===== src/rtl/mrq_pkg.sv =====
package mrq_pkg;
  typedef enum logic [1:0] {
    KIND_FETCH = 2'd0,
    KIND_LOAD  = 2'd1,
    KIND_STORE = 2'd2,
    KIND_LOADX = 2'd3
  } mrq_kind_e;

  localparam logic [3:0] CAUSE_FETCH_MISAL = 4'd0;
  localparam logic [3:0] CAUSE_FETCH_FAULT = 4'd1;
  localparam logic [3:0] CAUSE_LOAD_MISAL  = 4'd4;
  localparam logic [3:0] CAUSE_LOAD_FAULT  = 4'd5;
  localparam logic [3:0] CAUSE_STORE_MISAL = 4'd6;
  localparam logic [3:0] CAUSE_STORE_FAULT = 4'd7;
endpackage


===== src/rtl/mrq_align_chk.sv =====
module mrq_align_chk
  import mrq_pkg::*;
#(
  parameter int AW         = 32,
  parameter int XLEN_BYTES = 4
) (
  input  logic [1:0]    kind,
  input  logic [1:0]    size,
  input  logic [AW-1:0] addr,
  input  logic          compressed_en,
  output logic          misaligned,
  output logic [3:0]    cause
);
  localparam logic [1:0] XLEN_LG = 2'($clog2(XLEN_BYTES));

  logic [1:0] lg;
  logic [2:0] mask;

  always_comb begin
    if (kind == KIND_FETCH) lg = compressed_en ? 2'd1 : 2'd2;
    else if (size > XLEN_LG) lg = XLEN_LG;
    else lg = size;
    mask = 3'((4'd1 << lg) - 4'd1);
    misaligned = |(addr[2:0] & mask);
    case (kind)
      KIND_FETCH: cause = CAUSE_FETCH_MISAL;
      KIND_STORE: cause = CAUSE_STORE_MISAL;
      default:    cause = CAUSE_LOAD_MISAL;
    endcase
  end

  // a_r3_byte_aligned: a one-byte data access is never flagged
  always_comb begin
    if (kind != KIND_FETCH && size == 2'd0)
      a_r3_byte_aligned: assert (!misaligned);
  end
endmodule


===== src/rtl/mrq_range_dec.sv =====
module mrq_range_dec #(
  parameter int AW         = 32,
  parameter int NUM_RANGES = 3,
  parameter logic [NUM_RANGES*AW-1:0] RANGE_BASE = '0,
  parameter logic [NUM_RANGES*AW-1:0] RANGE_SIZE = '0,
  parameter int SELW       = $clog2(NUM_RANGES + 1)
) (
  input  logic [AW-1:0]   addr,
  input  logic            use_ranges,
  output logic [SELW-1:0] sel
);
  logic [NUM_RANGES-1:0] hit;

  for (genvar g = 0; g < NUM_RANGES; g++) begin : g_win
    logic [AW:0] lo, hi, a;
    assign lo = {1'b0, RANGE_BASE[g*AW +: AW]};
    assign hi = lo + {1'b0, RANGE_SIZE[g*AW +: AW]};
    assign a  = {1'b0, addr};
    assign hit[g] = (a >= lo) && (a < hi);
  end

  always_comb begin
    sel = SELW'(NUM_RANGES);
    if (use_ranges) begin
      for (int i = NUM_RANGES - 1; i >= 0; i--)
        if (hit[i]) sel = SELW'(i);
    end
  end

  // a_r6_no_range_for_fetch
  always_comb begin
    if (!use_ranges) a_r6_no_range_for_fetch: assert (sel == SELW'(NUM_RANGES));
  end
endmodule


===== src/rtl/mrq_fault_trk.sv =====
module mrq_fault_trk
  import mrq_pkg::*;
#(
  parameter int AW = 32
) (
  input  logic          clk,
  input  logic          rst,
  input  logic          issue,
  input  logic [1:0]    issue_kind,
  input  logic          issue_debug,
  input  logic [AW-1:0] issue_addr,
  input  logic          rsp_valid,
  input  logic          rsp_err,
  input  logic          align_trap,
  input  logic [3:0]    align_cause,
  input  logic [AW-1:0] align_addr,
  output logic          trap_valid,
  output logic [3:0]    trap_cause,
  output logic [AW-1:0] trap_addr
);
  logic          pend_valid;
  logic          pend_debug;
  logic [1:0]    pend_kind;
  logic [AW-1:0] pend_addr;
  logic [3:0]    fault_cause;
  logic          rsp_trap;

  always_comb begin
    case (pend_kind)
      KIND_FETCH: fault_cause = CAUSE_FETCH_FAULT;
      KIND_STORE: fault_cause = CAUSE_STORE_FAULT;
      default:    fault_cause = CAUSE_LOAD_FAULT;
    endcase
    rsp_trap = rsp_valid && rsp_err && pend_valid && !pend_debug;
  end

  always_ff @(posedge clk) begin
    if (rst) begin
      pend_valid <= 1'b0;
      pend_debug <= 1'b0;
      pend_kind  <= KIND_FETCH;
      pend_addr  <= '0;
    end else if (issue) begin
      pend_valid <= 1'b1;
      pend_debug <= issue_debug;
      pend_kind  <= issue_kind;
      pend_addr  <= issue_addr;
    end else if (rsp_valid) begin
      pend_valid <= 1'b0;
    end
  end

  always_ff @(posedge clk) begin
    if (rst) begin
      trap_valid <= 1'b0;
      trap_cause <= '0;
      trap_addr  <= '0;
    end else if (align_trap) begin
      trap_valid <= 1'b1;
      trap_cause <= align_cause;
      trap_addr  <= align_addr;
    end else if (rsp_trap) begin
      trap_valid <= 1'b1;
      trap_cause <= fault_cause;
      trap_addr  <= pend_addr;
    end else begin
      trap_valid <= 1'b0;
    end
  end

  a_r7_error_traps: assert property (@(posedge clk) disable iff (rst)
    (rsp_valid && rsp_err && pend_valid && !pend_debug && !align_trap)
      |=> (trap_valid && trap_addr == $past(pend_addr)));

  a_r8_clean_no_trap: assert property (@(posedge clk) disable iff (rst)
    (rsp_valid && !rsp_err && !align_trap) |=> !trap_valid);

  a_r9_debug_rsp_silent: assert property (@(posedge clk) disable iff (rst)
    (rsp_valid && pend_debug && !align_trap) |=> !trap_valid);
endmodule


===== src/rtl/mrq_fault_classifier.sv =====
module mrq_fault_classifier
  import mrq_pkg::*;
#(
  parameter int AW         = 32,
  parameter int XLEN_BYTES = 4,
  parameter int NUM_RANGES = 3,
  parameter logic [NUM_RANGES*AW-1:0] RANGE_BASE = {32'h0000_8000, 32'h0000_1080, 32'h0000_1000},
  parameter logic [NUM_RANGES*AW-1:0] RANGE_SIZE = {32'h0000_0040, 32'h0000_0200, 32'h0000_0100},
  localparam int SELW      = $clog2(NUM_RANGES + 1)
) (
  input  logic            clk,
  input  logic            rst,
  input  logic            compressed_en,
  input  logic            req_valid,
  input  logic [1:0]      req_kind,
  input  logic [1:0]      req_size,
  input  logic [AW-1:0]   req_addr,
  input  logic            req_debug,
  output logic            mem_valid,
  output logic [SELW-1:0] mem_sel,
  output logic [1:0]      mem_kind,
  output logic [1:0]      mem_size,
  output logic [AW-1:0]   mem_addr,
  output logic            mem_debug,
  input  logic            rsp_valid,
  input  logic            rsp_err,
  output logic            trap_valid,
  output logic [3:0]      trap_cause,
  output logic [AW-1:0]   trap_addr
);
  logic            misal;
  logic [3:0]      misal_cause;
  logic [SELW-1:0] sel_d;
  logic            fwd;
  logic            align_trap;

  mrq_align_chk #(.AW(AW), .XLEN_BYTES(XLEN_BYTES)) u_align (
    .kind(req_kind), .size(req_size), .addr(req_addr),
    .compressed_en(compressed_en), .misaligned(misal), .cause(misal_cause)
  );

  mrq_range_dec #(
    .AW(AW), .NUM_RANGES(NUM_RANGES), .RANGE_BASE(RANGE_BASE),
    .RANGE_SIZE(RANGE_SIZE), .SELW(SELW)
  ) u_dec (
    .addr(req_addr), .use_ranges(req_kind != KIND_FETCH), .sel(sel_d)
  );

  assign fwd        = req_valid && (req_debug || !misal);
  assign align_trap = req_valid && !req_debug && misal;

  always_ff @(posedge clk) begin
    if (rst) begin
      mem_valid <= 1'b0;
      mem_sel   <= '0;
      mem_kind  <= KIND_FETCH;
      mem_size  <= '0;
      mem_addr  <= '0;
      mem_debug <= 1'b0;
    end else begin
      mem_valid <= fwd;
      if (fwd) begin
        mem_sel   <= sel_d;
        mem_kind  <= req_kind;
        mem_size  <= req_size;
        mem_addr  <= req_addr;
        mem_debug <= req_debug;
      end
    end
  end

  mrq_fault_trk #(.AW(AW)) u_trk (
    .clk(clk), .rst(rst),
    .issue(fwd), .issue_kind(req_kind), .issue_debug(req_debug), .issue_addr(req_addr),
    .rsp_valid(rsp_valid), .rsp_err(rsp_err),
    .align_trap(align_trap), .align_cause(misal_cause), .align_addr(req_addr),
    .trap_valid(trap_valid), .trap_cause(trap_cause), .trap_addr(trap_addr)
  );

  a_r3_byte_forwarded: assert property (@(posedge clk) disable iff (rst)
    (req_valid && req_kind != KIND_FETCH && req_size == 2'd0)
      |=> (mem_valid && mem_addr == $past(req_addr)));

  a_r9_debug_forwarded: assert property (@(posedge clk) disable iff (rst)
    (req_valid && req_debug) |=> (mem_valid && !trap_valid));

  a_r6_fetch_default: assert property (@(posedge clk) disable iff (rst)
    (req_valid && req_kind == KIND_FETCH) |=> (!mem_valid || mem_sel == SELW'(NUM_RANGES)));

  a_r10_exclusive: assert property (@(posedge clk) disable iff (rst)
    !(mem_valid && trap_valid));

  a_r10_contract: assert property (@(posedge clk) disable iff (rst)
    !(req_valid && rsp_valid));
endmodule


===== config.mk =====
export PLATFORM = sky130hd
export DESIGN_NAME = mrq_fault_classifier
export DESIGN_NICKNAME = d
export VERILOG_FILES = /design/src/rtl/mrq_pkg.sv /design/src/rtl/mrq_align_chk.sv /design/src/rtl/mrq_range_dec.sv /design/src/rtl/mrq_fault_trk.sv /design/src/rtl/mrq_fault_classifier.sv
export SDC_FILE = /design/constraint.sdc
export NUM_CORES = 1
export LEC_CHECK = 0
export BUFFER_PORTS_ARGS = -buffer_cell sky130_fd_sc_hd__buf_4
export CAP_MARGIN = 20
export CORE_MARGIN = 8
export CORE_UTILIZATION = 50
export CTS_CLUSTER_SIZE = 14
export DETAILED_ROUTE_END_ITERATION = 6
export GPL_ROUTABILITY_DRIVEN = 0
export PLACE_DENSITY = 0.8
export SKIP_LAST_GASP = 1
export SYNTH_ARGS = -nofsm -noshare
export SYNTH_HDL_FRONTEND = slang
export SYNTH_HIERARCHICAL = 1
export SYNTH_SLANG_ARGS = --single-unit
export TNS_END_PERCENT = 10

===== constraint.sdc =====
create_clock -name clk -period 5.4 [get_ports clk]
set_clock_uncertainty 0.1 [all_clocks]
set_input_delay 0.54 -clock clk [delete_from_list [all_inputs] [get_ports clk]]
set_output_delay 0.54 -clock clk [all_outputs]
set_load 0.05 [all_outputs]

* Word-level counts from Yosys, hierarchy flattened
Cells that the tools add are included.
Storage, ports and cells: bits in registers 78, latch bits 0, bits in writable memories 0, bits in read-only memories 0, output and inout bits 77, logic and storage cells 58, memories kept 0
Cells by class: add/sub/neg operators 1, multiply operators 0, divide/modulo/power cells 0, magnitude comparators 7, equality and inequality tests 2, shift-type cells 1, multiplexer cells 17, bitwise operators 1, reduce and logical (&&, ||, !) cells 19
Operator list (count):
- 32-bit by 13-bit >= comparator with 1-bit output (second input constant) | 2
- 32-bit by 13-bit less-than comparator with 1-bit output (second input constant) | 2
- 32-bit two-way mux | 2
- 32-bit by 16-bit >= comparator with 1-bit output (second input constant) | 1
- 32-bit by 16-bit less-than comparator with 1-bit output (second input constant) | 1
- 2-bit two-way mux | 6
- 3-bit one-hot mux with 2 select lines | 2
- 1-bit logical AND | 9
- 4-bit two-way mux | 2
- 2-bit nonzero test | 3
- 1-bit two-way mux | 5
- 2-bit equality test (second input constant) | 2
- 2-bit zero test | 2
- 3-bit bitwise AND | 1
- 1-bit zero test | 3
- 3-bit OR reduction | 1
- 1-bit by 2-bit left shift with 3-bit output (first input constant) | 1
- 3-bit by 1-bit subtractor with 3-bit output (second input constant) | 1
- 2-bit greater-than comparator (second input constant) | 1
- 1-bit logical OR | 1

* Logic depth before layout (Yosys ltp)
Gate-level depths: netlist (run 1).
depth after elaboration 11, gate-level depth with buffers 12, mapped depth without buffers 6

* Cells and area by module
Netlist (run 1), hierarchy kept.
By module, submodules not included:
- mrq_fault_trk | times used 1, cells each 325, area each 3020.4 µm², sequential area each 1461.4 µm²
- mrq_fault_classifier | times used 1, cells each 185, area each 1920.6 µm², sequential area each 800.8 µm²
- mrq_range_dec | times used 1, cells each 13, area each 96.3 µm², sequential area each 0.0 µm²
- mrq_align_chk | times used 1, cells each 9, area each 63.8 µm², sequential area each 0.0 µm²

* Least setup slack after synthesis (run 1)
Ideal clock, no wire load.
path type input -> register, start input req_kind[1], end register u_trk.trap_cause[0], setup time 0.095 ns, arrival time 2.349 ns, slack 2.856 ns, stages on the path 12, buffers on the path 6, path through or2_4 -> a211oi_2 -> nand2b_4 -> buf_6 -> buf_8 -> buf_6 -> nor2_1 -> buf_2 -> buf_4 -> buf_2 -> nor2_1 -> a221oi_1
Between the ends: word-level cells in the longest chain between the ends 8, elaborated cells between the ends (all ways) 9, those cells by class 1 x add/sub; 1 x shift; 2 x mux; 1 x bitwise; 4 x reduce/logical
Ends and longest elaborated chain:
- start: declaration | RTL line mrq_fault_classifier.sv:15 | input logic [1:0] req_kind,
- 2-bit zero test (*) | RTL line mrq_align_chk.sv:20 | if (kind == KIND_FETCH) lg = compressed_en ? 2'd1 : 2'd2;
- 2-bit two-way mux (*) | RTL line mrq_align_chk.sv:20
- 1-bit by 2-bit left shift with 3-bit output (*) | RTL line mrq_align_chk.sv:23 | mask = 3'((4'd1 << lg) - 4'd1);
- 3-bit by 1-bit subtractor with 3-bit output (*) | RTL line mrq_align_chk.sv:23
- 3-bit bitwise AND (*) | RTL line mrq_align_chk.sv:24 | misaligned = |(addr[2:0] & mask);
- 3-bit OR reduction (*) | RTL line mrq_align_chk.sv:24
- via misal | RTL line mrq_fault_classifier.sv:31 | logic misal;
- 1-bit logical AND (*) | RTL line mrq_fault_classifier.sv:50 | assign align_trap = req_valid && !req_debug && misal;
- via align_trap | RTL line mrq_fault_classifier.sv:35 | logic align_trap;
- 4-bit two-way mux / 2-bit nonzero test (equally long branches)
- end signal: assignment | RTL line mrq_fault_trk.sv:60 | trap_cause <= align_cause;
- end signal: assignment | RTL line mrq_fault_trk.sv:64 | trap_cause <= fault_cause;
- end: declaration | RTL line mrq_fault_trk.sv:18 | output logic [3:0] trap_cause,
The timed path passes the listed nets; every way through them passes the cells marked *. A chain may end at the register's enable or synchronous reset.

* Worst setup path in the final report (run 1)
start input req_kind[1], end register u_trk.trap_addr[30]
Between the ends: word-level cells in the longest chain between the ends 8, elaborated cells between the ends (all ways) 9, those cells by class 1 x add/sub; 1 x shift; 2 x mux; 1 x bitwise; 4 x reduce/logical
Ends and longest elaborated chain:
- 2-bit zero test (*) | RTL line mrq_align_chk.sv:20
- 2-bit two-way mux (*) | RTL line mrq_align_chk.sv:20
- 1-bit by 2-bit left shift with 3-bit output (*) | RTL line mrq_align_chk.sv:23
- 3-bit by 1-bit subtractor with 3-bit output (*) | RTL line mrq_align_chk.sv:23
- 3-bit bitwise AND (*) | RTL line mrq_align_chk.sv:24
- 3-bit OR reduction (*) | RTL line mrq_align_chk.sv:24
- via misal | RTL line mrq_fault_classifier.sv:31
- 1-bit logical AND (*) | RTL line mrq_fault_classifier.sv:50
- via align_trap | RTL line mrq_fault_classifier.sv:35
- 32-bit two-way mux / 2-bit nonzero test (equally long branches)
- end signal: assignment | RTL line mrq_fault_trk.sv:61 | trap_addr <= align_addr;
- end signal: assignment | RTL line mrq_fault_trk.sv:65 | trap_addr <= pend_addr;
- end: declaration | RTL line mrq_fault_trk.sv:19 | output logic [AW-1:0] trap_addr
Marks and branches as above.

==> results of run 1 <==
placed cells by master, fill, tap and decap left out, types with 5 or more instances in the layout:
master,netlist,final
inv_1,5,5
nand3_1,38,38
a21oi_2,38,38
clkbuf_16,0,16
nor2_1,42,41
dfxtp_1,113,113
clkbuf_8,1,5
a21bo_1,38,38
nor2b_1,36,36
buf_4,6,123
nor3_1,65,65
nor4_1,37,37
mux2i_1,35,35
layer usage:
| metal | up-vias | track usage |
|---|---|---|
| met5 | - | 0 |
| met4 | 0 | 0.0759 |
| met3 | 13 | 0.0616 |
| met2 | 125 | 0.333 |
| met1 | 2072 | 0.236 |
| li1 | 2075 | - |
per-stage QoR:
| step | hold slack, ns | worst slack [ns] | power (uW) | instance area, um^2 |
|---|---|---|---|---|
| after global placement | 0.374 | 1.93 | 1370 | 5820 |
| after floorplan | 0.362 | 2.86 | 1260 | 5100 |
| after CTS | 0.178 | 2.39 | 2550 | 6470 |
| final | 0.191 | 2.37 | 2540 | 6490 |
| after global routing | 0.203 | 2.17 | 2630 | 6490 |
| after detailed placement | 0.378 | 1.88 | 1380 | 5840 |
synthesized netlist by cell type, drive strengths merged (2+ instances only):
library cell	count
nor3	66
a21oi	42
nand2	2
dfxtp	113
inv	5
o21ai	2
nor3b	2
nor2	42
clkbuf	18
nand3	38
nor4	38
nor2b	36
nor4b	3
mux2i	35
a21bo	38
or2	2
buf	37
state kept, by name (all words and copies together) (netlist names):
name              flops
u_trk/pend_valid      1
mem_debug             1
u_trk/pend_debug      1
u_trk/pend_addr      32
mem_valid             1
mem_kind              2
u_trk/trap_cause      4
u_trk/pend_kind       2
mem_sel               2
u_trk/trap_valid      1
mem_addr             32
u_trk/trap_addr      32
mem_size              2
kinds of logic (layout without fill, tap and decap cells):
kind of cell	count (synthesis)	count (layout)	synth area share
flip-flops	113	113	0.443
buffers and inverters	60	162	0.0802
AO/OA/AOI/OAI	87	87	0.155
other	1	2	0.000735
AND/OR/NAND/NOR	236	236	0.252
multiplexers	35	35	0.0687
worst min-delay path, cell delays in order:
cell     delay, ns
buf_4         0.09
mux2i_1       0.06
nor2_1        0.07
worst max-delay path by stage:
stage	endpoint	slack, ns
floorplan	u_trk/trap_cause[0]	2.86
global placement	u_trk/pend_kind[1]	1.93
detailed placement	u_trk/trap_addr[5]	1.88
CTS	u_trk/trap_addr[30]	2.39
global route	u_trk/trap_addr[10]	2.17
finish	u_trk/trap_addr[30]	2.37
power by group:
| part | leakage, uW | switching, uW | internal (uW) |
|---|---|---|---|
| clock network | 0.000300 | 373 | 796 |
| logic | 0.00146 | 291 | 153 |
| registers | 0.000929 | 34.1 | 892 |
| total | 0.00269 | 697 | 1840 |
final cells by class:
type | count | area share
Multi-Input combinational cell | 360 | 0.376
Clock buffer | 23 | 0.0734
Timing Repair Buffer | 125 | 0.150
Sequential cell | 113 | 0.348
Inverter | 5 | 0.00289
Tap cell | 136 | 0.0262
Clock inverter | 9 | 0.0235
==> reports/metrics.yaml, run 1 <==
status: "completed"
r2r-end: "u_trk/trap_cause[2]"
yosys_warnings: 6
dr.pass1.iters: 4
grt_pass1_vias: 4290
cts.sinks: 113
fill_cells: 862
worst_hold_path_type: "in -> reg"
cap_violations: 0
syn2layout_area_growth_pct: 27.3
drt_iter0_drc: 181
m1WireLength_um: 5810
syn_inst: 532
ys_seq_area_frac: 0.443
cp_slowest_cell: "nor2_4"
worst_setup_path_start_kind: "primary input"
ant_nets: 0
dr.max_layer_used: "met4"
syn_area_um2: 5100
required_ns: 5.70
synth_top_area_share: 0.443
met3_length_um: 899
synth_edf_count: 0
ios: 120
r2r_start: "u_trk/pend_debug"
worstPathMaxFanout: 78
die_h_um: 117
synth_area_per_cell_um2: 9.59
cts_buffers: 17
cts_resized: 0
critPathLaunch: "req_kind[1]"
nNetsFinal: 665
cpPeakStageDelay_ns: 0.74
ys.flop_type: "dfxtp_1"
min_path_cells: 3
grt_pass1_wl_um: 21400
num_rows: 37
die_area_um2: 13700
cpMostUsedCell: "buf_4"
die-width_um: 117
slew_headroom: 0.437
tns_ns: 0
crit_chain: "buf_4 > or2_4 > a211oi_2 > nand2b_4 > nor2_4 > buf_4 > nor3_1 > nor4_1"
grt_use_total: 0.200
cts_tree: "yes"
grt_max_degree: 80
htreeDepth: 4
worst_slew_pin_slew_ns: 0.844
critPathArrivalTime_ns: 3.33
start_util: 0.505
clkLatencyLatePin_ns: 0.50
vias: 4285
drive_gt1_frac: 0.318
antenna_found_initial: 0
post-place-cells: 738
synthTopCellsByArea: "dfxtp_1, a21bo_1, mux2i_1"
max_freq_mhz: 330
max-clock-path-buffers: 2
finalMaxSlewViolations: 0
p_leak_uw: 0.00269
cp_num_buf_inv: 2
instances_no_fill: 771
wl_met2_um: 6890
fin_util: 0.643
min_period_over_period: 0.561
synth-seq-cells: 113
post_cts_buffers: 0
end_kind: "register"
yosysTopAreaCell: "dfxtp_1"
clockRootBuffer: "clkbuf_8"
drc: 0
async_flop_share: 0
critPathTopFamily: "simple AND/OR/NAND/NOR gates"
hpwl_um: 8820
cp.depth: 8
finalCriticalPeriod_ns: 3.03
ff2ff_path_depth: 4
wl_per_cell_um: 17.8
powerDensity_nw_per_um2: 391
grt_overflow_total: 0
ir_worst_vdd_v: 0.000202
clk_pin_slew_ns: 0.05
setup_viol: 0
io_buffers: 119
multi_input_area_um2: 2440
rsz0062_at_grt: "no"
n_antenna_cell: 0
wl_um: 13800
r2r_slack_ns: 3.35
core-area_um2: 10100
min_to: "u_trk/pend_addr[2]"
ys_types: 40
seq_area_um2: 2260
min_from: "req_addr[2]"
cts.hold.buffers_added: 0
hold_viol: 0
viasPerCell: 5.56
critPathKind: "in -> reg"
Power figures use the tool's default switching activity.
==> run 2: changes to the inputs <==
--- a/config.mk
+++ b/config.mk
@@ -5,6 +5,7 @@
 export SDC_FILE = /design/constraint.sdc
 export NUM_CORES = 1
 export LEC_CHECK = 0
+export ABC_AREA = 1
 export BUFFER_PORTS_ARGS = -buffer_cell sky130_fd_sc_hd__buf_4
 export CAP_MARGIN = 20
 export CORE_MARGIN = 8
@@ -12,7 +13,7 @@
 export CTS_CLUSTER_SIZE = 14
 export DETAILED_ROUTE_END_ITERATION = 6
 export GPL_ROUTABILITY_DRIVEN = 0
-export PLACE_DENSITY = 0.8
+export PLACE_DENSITY = 0.83
 export SKIP_LAST_GASP = 1
 export SYNTH_ARGS = -nofsm -noshare
 export SYNTH_HDL_FRONTEND = slang
==> constraint.sdc (replaced) <==
create_clock -name clk -period 2.7 [get_ports clk]
set_clock_uncertainty 0.1 [all_clocks]
set_input_delay 0.27 -clock clk [delete_from_list [all_inputs] [get_ports clk]]
set_output_delay 0.27 -clock clk [all_outputs]
set_load 0.05 [all_outputs]
==> run 2 against run 1 <==
  * Critical endpoint is now u_trk/trap_cause[1]
  * Register-to-register slack worse by 2.3 ns
  * Sequential power is 98% higher
  * Total power is 100% higher
==> reports/metrics.yaml, run 2 <==
ant_nets: 0
drt_iter0_drc: 474
layout_common_cells: "nand2_1, buf_4, dfxtp_1, nor2_1, inv_1"
p_comb_frac: 0.182
fill_cells: 835
min_period_over_period: 0.853
powerDensity_nw_per_um2: 727
pre_cts_ws_ns: 0.571
clk_pin_slew_ns: 0.06
yosysTopAreaCell: "dfxtp_1"
rsz0062_at_grt: "no"
clockRootBuffer: "clkbuf_8"
cts_buffers: 17
core-area_um2: 10200
grt_max_degree: 79
cts.sinks: 113
ys.flop_type: "dfxtp_1"
reg_top3: "mem_addr (32), u_trk/pend_addr (32), u_trk/trap_addr (32)"
viasPerCell: 5.18
wl_um: 15600
clkLatencyLatePin_ns: 0.51
ir_worst_vdd_v: 0.000482
finalCriticalPeriod_ns: 2.30
synth_most_common_cell: "nand2_1"
synth_edf_count: 0
worst_setup_path_start_kind: "primary input"
die_h_um: 118
critPathArrivalTime_ns: 2.60
ys_types: 24
synth_area_per_cell_um2: 6.84
internal_power_uw: 3600
wl_per_cell_um: 15.0
synth_top_area_share: 0.434
worst_slew_pin_slew_ns: 0.792
critPathKind: "in -> reg"
synth-seq-cells: 113
synth.top_cells.by_count: "nand2_1, dfxtp_1, nor2_1"
syn2layout_area_growth_pct: 35.3
synthTopCellsByArea: "dfxtp_1, nand2_1, a21oi_1"
max-clock-path-buffers: 2
cts_tree: "yes"
seq_area_um2: 2260
tns_ns: 0
start_util: 0.509
hold_viol: 0
status: "completed"
grt_use_total: 0.222
multi_input_area_um2: 2270
p_switching_uw: 1520
post_cts_buffers: 0
p_leak_uw: 0.00337
required_ns: 3.00
end_kind: "register"
grt_overflow_total: 0
cts_resized: 0
final_common_cell: "nand2_1"
die_area_um2: 13900
ios: 120
n_antenna_cell: 0
grt_pass1_vias: 5112
slew_headroom: 0.472
swShare: 0.297
die-width_um: 118
r2r_slack_ns: 1.04
max_freq_mhz: 434
ys_seq_area_frac: 0.434
setup_slack_ns: 0.396
async_flop_share: 0
antenna_found_initial: 0
nNetsFinal: 935
seqPwrFrac: 0.359
htreeDepth: 4
setup_viol: 0
drive_gt1_frac: 0.204
drc: 0
syn_inst: 762
worstPathMaxFanout: 34
grt_pass1_wl_um: 25600
num_rows: 37
cap_violations: 0
dr.pass1.iters: 5
io_buffers: 119
yosys_warnings: 6
vias: 5390
worst_hold_path_type: "in -> reg"
hpwl_um: 9680
finalMaxSlewViolations: 0
p_clk_frac: 0.458
syn_area_um2: 5210
==> run 2: changes by cell type after synthesis, moves of 38 or more <==
cell	previous run	this run
nand2_1	2	155
a21oi_1	4	85
inv_1	5	86
nor3_1	65	2
nor2_1	42	97
a21bo_1	38	0
o21ai_1	0	38
==> run 2: cells by family (layout without fill, tap and decap cells) <==
group,after synthesis,count (layout),synth area share
compound gates,154,154,0.154
buf+inv,150,292,0.131
flops,113,113,0.434
other cells,1,2,0.000720
simple gates,344,344,0.279
==> run 2: worst paths after layout <==
path	startpoint	end	cells past startpoint
worst min-delay path	req_addr[10]	u_trk/pend_addr[10]	3
worst max register to register	u_trk/pend_valid	u_trk/trap_cause[1]	7
worst max-delay path	req_kind[0]	u_trk/trap_cause[1]	12
worst min register to register	u_trk/pend_addr[17]	u_trk/pend_addr[17]	2
==> run 2: critical path, stage by stage <==
cell and delay (ns):
dlygate4sd3_1 0.58, buf_4 0.17, o21ai_1 0.12, nor2_1 0.06
a21oi_2 0.17, nand2_4 0.08, nor2_4 0.26, inv_2 0.21
nand2_4 0.33, inv_2 0.11, nor2_1 0.14, nor2_1 0.07
==> run 2: layout make-up <==
| type | instances | share of cell area |
|---|---|---|
| Timing Repair Buffer | 164 | 0.193 |
| Tap cell | 136 | 0.0241 |
| Clock buffer | 17 | 0.0588 |
| Clock inverter | 15 | 0.0295 |
| Sequential cell | 113 | 0.321 |
| Multi-Input combinational cell | 500 | 0.323 |
| Inverter | 96 | 0.0511 |
==> run 2: layer usage <==
layer | vias up | wire length [um] | track usage
met5 | - | 0 | 0
met4 | 0 | 431 | 0.108
met3 | 45 | 1180 | 0.0590
li1 | 2670 | - | -
met2 | 230 | 7180 | 0.342
met1 | 2445 | 6850 | 0.281
==> run 2: through the flow <==
| step | util | total power [uW] | area, um^2 | hold WS (ns) | instances |
|---|---|---|---|---|---|
| final | 0.689 | 5130 | 7050 | 0.0291 | 1041 |
| after global routing | 0.689 | 5320 | 7050 | 0.0264 | 1041 |
| after CTS | 0.689 | 5140 | 7050 | 0.00707 | 1041 |
| after detailed placement | 0.591 | 2740 | 6050 | 0.344 | 971 |
| after global placement | 0.588 | 2730 | 6020 | 0.338 | 970 |
| after floorplan | - | 2490 | 5210 | 0.242 | 763 |
==> run 2: timing repair <==
item	CTS	global route
hold endpoints to repair	41	0
hold buffers	38	0
setup endpoints to repair	0	0
==> run 2: power groups by stage <==
stage	Clock [uW]	Combinational, uW	Sequential [uW]
floorplan	0	375	2110
global placement	0	855	1870
detailed placement	0	870	1870
CTS	2380	922	1840
global route	2460	1010	1850
finish	2350	934	1840
